==> src/rtl/dmac16_pkg.sv <==
// Shared types for the dual halfword multiply-add unit.
// Assumes nothing beyond the field layout defined here.
package dmac16_pkg;

    // Per-operation control bits captured together with the operands
    typedef struct packed {
        logic swap;    // exchange halves of the second operand
        logic sub;     // subtract high product from low product
        logic acc;     // add the accumulator term
    } dmac16_ctrl_t;

    // Lane indices of the two halfword products
    localparam int LANE_LO = 0;
    localparam int LANE_HI = 1;
    localparam int NUM_LANES = 2;

endpackage

==> src/rtl/dmac16_lanemul.sv <==
// Two signed halfword multipliers. The second operand's halves may be
// exchanged before use. Assumes products of two HALF_W signed values fit in
// 2*HALF_W bits, which holds for every input pair, including min*min.
module dmac16_lanemul #(
    parameter int HALF_W = 16,
    localparam int WORD_W = 2 * HALF_W
) (
    input  logic [WORD_W-1:0]        a_word,
    input  logic [WORD_W-1:0]        b_word,
    input  logic                     swap,
    output logic signed [WORD_W-1:0] prod_lo,
    output logic signed [WORD_W-1:0] prod_hi
);
    import dmac16_pkg::*;

    logic signed [WORD_W-1:0] prods [NUM_LANES];

    for (genvar g = 0; g < NUM_LANES; g++) begin : g_lane
        logic signed [HALF_W-1:0] a_half;
        logic signed [HALF_W-1:0] b_half;

        // Pick the operand halves for this lane, honouring the swap control
        always_comb begin
            a_half = a_word[g*HALF_W +: HALF_W];
            if (swap) b_half = b_word[(NUM_LANES-1-g)*HALF_W +: HALF_W];
            else      b_half = b_word[g*HALF_W +: HALF_W];
        end

        // Signed product, sign-extended into the full word width
        assign prods[g] = WORD_W'(a_half) * WORD_W'(b_half);
    end

    assign prod_lo = prods[LANE_LO];
    assign prod_hi = prods[LANE_HI];
endmodule

==> src/rtl/dmac16_combine.sv <==
// Adds or subtracts the two lane products in WORD_W bits, wrapping.
// Reports signed overflow using one sign-based test for both modes. Assumes
// the high product is never the most negative word, so negating it is exact.
module dmac16_combine #(
    parameter int WORD_W = 32
) (
    input  logic                     clk,
    input  logic                     rst_n,
    input  logic signed [WORD_W-1:0] prod_lo,
    input  logic signed [WORD_W-1:0] prod_hi,
    input  logic                     sub,
    output logic [WORD_W-1:0]        comb_out,
    output logic                     comb_ovf
);
    logic [WORD_W-1:0] addend;

    // Form the second term: the high product, negated in subtract mode
    always_comb begin
        addend   = sub ? (~prod_hi + 1'b1) : prod_hi;
        comb_out = prod_lo + addend;
        comb_ovf = (prod_lo[WORD_W-1] == addend[WORD_W-1])
                && (comb_out[WORD_W-1] != prod_lo[WORD_W-1]);
    end

    // the product difference can never leave the signed range
    assert_sub_no_ovf_R4: assert property (@(posedge clk) disable iff (!rst_n)
        sub |-> !comb_ovf);
endmodule

==> src/rtl/dmac16_accum.sv <==
// Optional second addition of an accumulator term onto the product result.
// Wraps modulo 2^WORD_W and reports signed overflow of this addition only.
module dmac16_accum #(
    parameter int WORD_W = 32
) (
    input  logic [WORD_W-1:0] base,
    input  logic [WORD_W-1:0] acc_term,
    input  logic              acc_en,
    output logic [WORD_W-1:0] acc_out,
    output logic              acc_ovf
);
    logic [WORD_W-1:0] sum_raw;

    // Add the accumulator when enabled; pass the base through otherwise
    always_comb begin
        sum_raw = base + acc_term;
        acc_out = acc_en ? sum_raw : base;
        acc_ovf = acc_en
               && (base[WORD_W-1] == acc_term[WORD_W-1])
               && (sum_raw[WORD_W-1] != base[WORD_W-1]);
    end
endmodule

==> src/rtl/dmac16_top.sv <==
// Dual halfword signed multiply-add with optional accumulate and a sticky
// signed-overflow flag. Computes combinationally from the inputs and
// registers the result on the capture edge. The output is therefore valid
// one cycle after in_valid. flag_clr works on any cycle and wins over set.
module dmac16_top #(
    parameter int HALF_W = 16,
    localparam int WORD_W = 2 * HALF_W
) (
    input  logic              clk,
    input  logic              rst_n,
    input  logic              in_valid,
    input  logic [WORD_W-1:0] op_a,
    input  logic [WORD_W-1:0] op_b,
    input  logic [WORD_W-1:0] acc_in,
    input  logic              swap_b,
    input  logic              sub_mode,
    input  logic              acc_en,
    input  logic              flag_clr,
    output logic [WORD_W-1:0] result,
    output logic              ovf_flag,
    output logic              out_valid
);
    import dmac16_pkg::*;

    dmac16_ctrl_t             ctrl;
    logic signed [WORD_W-1:0] p_lo;
    logic signed [WORD_W-1:0] p_hi;
    logic [WORD_W-1:0]        comb_val;
    logic                     comb_ovf;
    logic [WORD_W-1:0]        final_val;
    logic                     acc_ovf;
    logic [WORD_W-1:0]        result_q;
    logic                     flag_q;
    logic                     valid_q;

    // Bundle the per-operation controls
    assign ctrl = '{swap: swap_b, sub: sub_mode, acc: acc_en};

    dmac16_lanemul #(.HALF_W(HALF_W)) u_mul (
        .a_word (op_a),
        .b_word (op_b),
        .swap   (ctrl.swap),
        .prod_lo(p_lo),
        .prod_hi(p_hi)
    );

    dmac16_combine #(.WORD_W(WORD_W)) u_comb (
        .clk     (clk),
        .rst_n   (rst_n),
        .prod_lo (p_lo),
        .prod_hi (p_hi),
        .sub     (ctrl.sub),
        .comb_out(comb_val),
        .comb_ovf(comb_ovf)
    );

    dmac16_accum #(.WORD_W(WORD_W)) u_acc (
        .base    (comb_val),
        .acc_term(acc_in),
        .acc_en  (ctrl.acc),
        .acc_out (final_val),
        .acc_ovf (acc_ovf)
    );

    // Capture the result and the valid pulse for each accepted operation
    always_ff @(posedge clk) begin
        if (!rst_n) begin
            result_q <= '0;
            valid_q  <= 1'b0;
        end else begin
            valid_q <= in_valid;
            if (in_valid) result_q <= final_val;
        end
    end

    // Sticky flag: clear has priority, otherwise OR in either overflow
    always_ff @(posedge clk) begin
        if (!rst_n)        flag_q <= 1'b0;
        else if (flag_clr) flag_q <= 1'b0;
        else if (in_valid && (comb_ovf || acc_ovf)) flag_q <= 1'b1;
    end

    assign result    = result_q;
    assign ovf_flag  = flag_q;
    assign out_valid = valid_q;

    // a captured operation yields a valid pulse on the next cycle
    assert_valid_follows_R10: assert property (@(posedge clk) disable iff (!rst_n)
        in_valid |=> out_valid);
    // no pulse without a captured operation
    assert_no_spurious_valid_R10: assert property (@(posedge clk) disable iff (!rst_n)
        !in_valid |=> !out_valid);
    // result is held between operations
    assert_result_hold_R10: assert property (@(posedge clk) disable iff (!rst_n)
        !in_valid |=> $stable(result));
    // a set flag survives any cycle without a clear
    assert_flag_sticky_R8: assert property (@(posedge clk) disable iff (!rst_n)
        (ovf_flag && !flag_clr) |=> ovf_flag);
    // a clear always leaves the flag low
    assert_clear_wins_R9: assert property (@(posedge clk) disable iff (!rst_n)
        flag_clr |=> !ovf_flag);
    // the flag only rises after an accepted operation
    assert_flag_rise_src_R5: assert property (@(posedge clk) disable iff (!rst_n)
        (!ovf_flag && !in_valid) |=> !ovf_flag);
endmodule

==> config.mk <==
export PLATFORM = sky130hd
export DESIGN_NAME = dmac16_top
export DESIGN_NICKNAME = d
export VERILOG_FILES = /design/src/rtl/dmac16_pkg.sv /design/src/rtl/dmac16_lanemul.sv /design/src/rtl/dmac16_combine.sv /design/src/rtl/dmac16_accum.sv /design/src/rtl/dmac16_top.sv
export SDC_FILE = /design/constraint.sdc
export NUM_CORES = 2
export LEC_CHECK = 0
export BUFFER_PORTS_ARGS = -buffer_cell sky130_fd_sc_hd__buf_4
export CAP_MARGIN = 20
export CORE_ASPECT_RATIO = 1.4
export CORE_MARGIN = 5
export CORE_UTILIZATION = 45
export CTS_CLUSTER_SIZE = 14
export DETAILED_ROUTE_END_ITERATION = 10
export PLACE_DENSITY = 0.73
export SYNTH_ARGS = -nofsm -noshare
export SYNTH_HDL_FRONTEND = slang
export SYNTH_HIERARCHICAL = 1
export SYNTH_SLANG_ARGS = --single-unit
==> constraint.sdc <==
create_clock -name clk -period 12.3 [get_ports clk]
set_clock_uncertainty 0.2 [all_clocks]
set_input_delay 1.23 -clock clk [delete_from_list [all_inputs] [get_ports clk]]
set_output_delay 1.23 -clock clk [all_outputs]
set_load 0.1 [all_outputs]
==> results.yml <==
worst_setup_path:
  r2r_slack_ns: 11.33
  cp-start-kind: "input pin"
  rr_worst_depth: 2
  crit_arrival_ns: 11.74
  critPathMaxFanout: 11
  endpoint_kind: "flop"
  path_common_cell: "fa_1"
  critPathMaxStageDelay_ns: 0.56
  slowest_stage: "fa_1"
  cp.required_ns: 12.28
  crit_type: "input pin to flop"
die:
  die_h_um: 293
  die_w_um: 212
  start_util_pct: 45.5
  ioPinCount: 137
  die_area_um2: 62100
  rows: 103
  core_um2: 56400
cells_and_area:
  drive_gt1_share_pct: 9.08
  nFillCells: 5344
  multi_input_area_um2: 22500
  stdcell_area_um2: 27700
  nets: 3841
  area_delta_synth_final_pct: 7.82
  regArea_um2: 681
outcome:
  status: "finished clean"
grt:
  grt_pass1_vias: 22200
  grt_pass1_wl_mm: 111
  grt_max_degree: 42
  grt-ovfl-total: 0
  track_usage_pct: 21.9
  antenna_found_initial: 2
detailed_routing:
  vias: 20200
  ant_nets: 0
  drtPass1Iterations: 7
  drt-wirelength-per-cell_um: 17.8
  drc_errors: 0
  vias_per_cell: 5.42
  wirelength_mm: 66.2
  drt-initial-drc-count: 1035
synth:
  synth_common_cells: "inv_1, fa_1, nand2_1"
  synth.ff_latch_count: 34
  synthFlopType: "dfxtp_1"
  synthesis.nets: 3758
  synth_most_common_cell: "inv_1"
  synth_cells: 2901
  synthAdderAreaFrac_pct: 52.1
  synth_top_area_cell: "fa_1"
  yosys-top-cells-area: "fa_1, ha_1, inv_1"
  synth_top_area_share_pct: 41.0
  synth_top_family_by_area: "adder cells"
  synthMuxAreaShare_pct: 3.99
  yosys.area_share.simple_pct: 16.3
  async_flop_share_pct: 0
  synthXorXnorAreaFrac_pct: 5.04
  synth_edf_count: 0
  synth_compound_area_share_pct: 9.76
  syn_area_per_cell_um2: 8.86
  syn_area_um2: 25700
  ys_seq_area_share_pct: 2.65
  yosys_warnings: 6
  synth.distinct_cells: 86
clock_network:
  cts-root-buf: "clkbuf_16"
  ctsHoldBuffers: 0
  cts_tree: "built"
  cts_made_buffers: 5
  path_clk_slew_ns: 0.06
  cts_num_sinks: 34
  htreeDepth: 2
  clock_path_buffers: 2
  clk_latency_ns: 0.28
timing:
  setup_violations: 0
  slew_headroom_pct: 30.6
  slew_viol_final: 0
  finalCritPeriodShare_pct: 95.6
  period_minus_slack_ns: 11.76
  final_hold_viol_count: 0
  fmax_ghz: 0.0851
  worstMarginPinSlew_ns: 1.03
hold_path:
  whs_path_depth: 2
  min_path_type: "flop to flop"
place:
  numPortBuffers: 136
  hpwl_mm: 57.0
  placed_area_um2: 27500
  gp_congestion: 0.916
run:
  drv_cap: 0
[registers in the layout (all words and copies together), names as in the netlist]
name       cells
result        32
out_valid      1
ovf_flag       1
[cell usage in the layout (no fill, tap or decap), types with 12 or more instances in the layout]
master    synthesis  routed
inv_1           595     595
fa_1            526     526
nand2_1         289     289
ha_1            228     226
buf_4             0     164
nor2b_1         163     163
and2_1          129     129
xnor2_1         115     115
a21oi_1         104     104
nor2_1           79      79
o21ai_0          49      48
a21o_1           48      48
mux2i_1          48      47
mux2_2           47      41
nand2b_1         37      37
dfxtp_1          34      34
xor2_1           33      33
nand3_1          27      27
nor3_1           23      22
o21bai_1         19      19
o21ai_1          15      16
o31ai_1          15      15
a31oi_1          12      12
[per-stage QoR]
stage | std cells | setup slack [ns] | utilization, % | setup TNS [ns] | hold slack, ns
2_1_floorplan | 2901 | 0.236 | - | 0 | 0.749
3_3_place_gp | 3708 | 0.330 | 48.6 | 0 | 0.300
3_5_place_dp | 3708 | 0.0872 | 48.6 | 0 | 0.305
4_1_cts | 3716 | 0.355 | 48.9 | 0 | 0.318
5_1_grt | 3721 | -0.00110 | 49.1 | -0.00110 | 0.347
6_report | 3721 | 0.542 | 49.1 | 0 | 0.317
[cells by family (layout without fill, tap and decap cells)]
logic type,Yosys count,after routing
adder cells (fa/ha/maj),754,754
AND/OR/NAND/NOR,814,814
flip-flops,34,34
XOR/XNOR,148,148
multiplexers,96,96
AO/OA/AOI/OAI,369,369
other,0,1
buffers and inverters,686,770
[layer usage]
layer	GRT usage [%]	share of wire, %	up-vias
li1	-	-	9223
met1	24.5	36	10200
met2	40.8	53	542
met3	1.84	3.6	215
met4	11.4	6.8	2
met5	0	0.030	-
[what timing repair did]
action                                  4_1_cts  5_1_grt
resized for setup                             0       16
endpoints found under the setup margin        0        7
buffers inserted                              0        4
[worst max-delay path: cells and delay by family]
kind / cells / cell delay [ns]
buf+inv: 6 / 0.57
mux: 3 / 0.74
fa+ha+maj: 9 / 4.10
xor+xnor: 4 / 0.52
compound gates: 10 / 2.17
simple gates: 10 / 2.38
[path summary, 6_finish.rpt]
kind / endpoint / from
max: result[28] / swap_b
min: result[23] / result[23]
max reg2reg: ovf_flag / ovf_flag
min reg2reg: result[23] / result[23]
[area by class of cell]
cell class / instances / area share [%]
diodes: 1 / 0.00903
clock buffers: 7 / 0.515
clock inverters: 1 / 0.0181
inverters: 595 / 8.06
multi-input cells: 2181 / 81.0
flip-flops and latches: 34 / 2.46
well taps: 735 / 3.32
repair buffers: 167 / 4.60
Power is not shown: default switching activity piles up to over one toggle a cycle in this logic, so the estimate is an artifact.
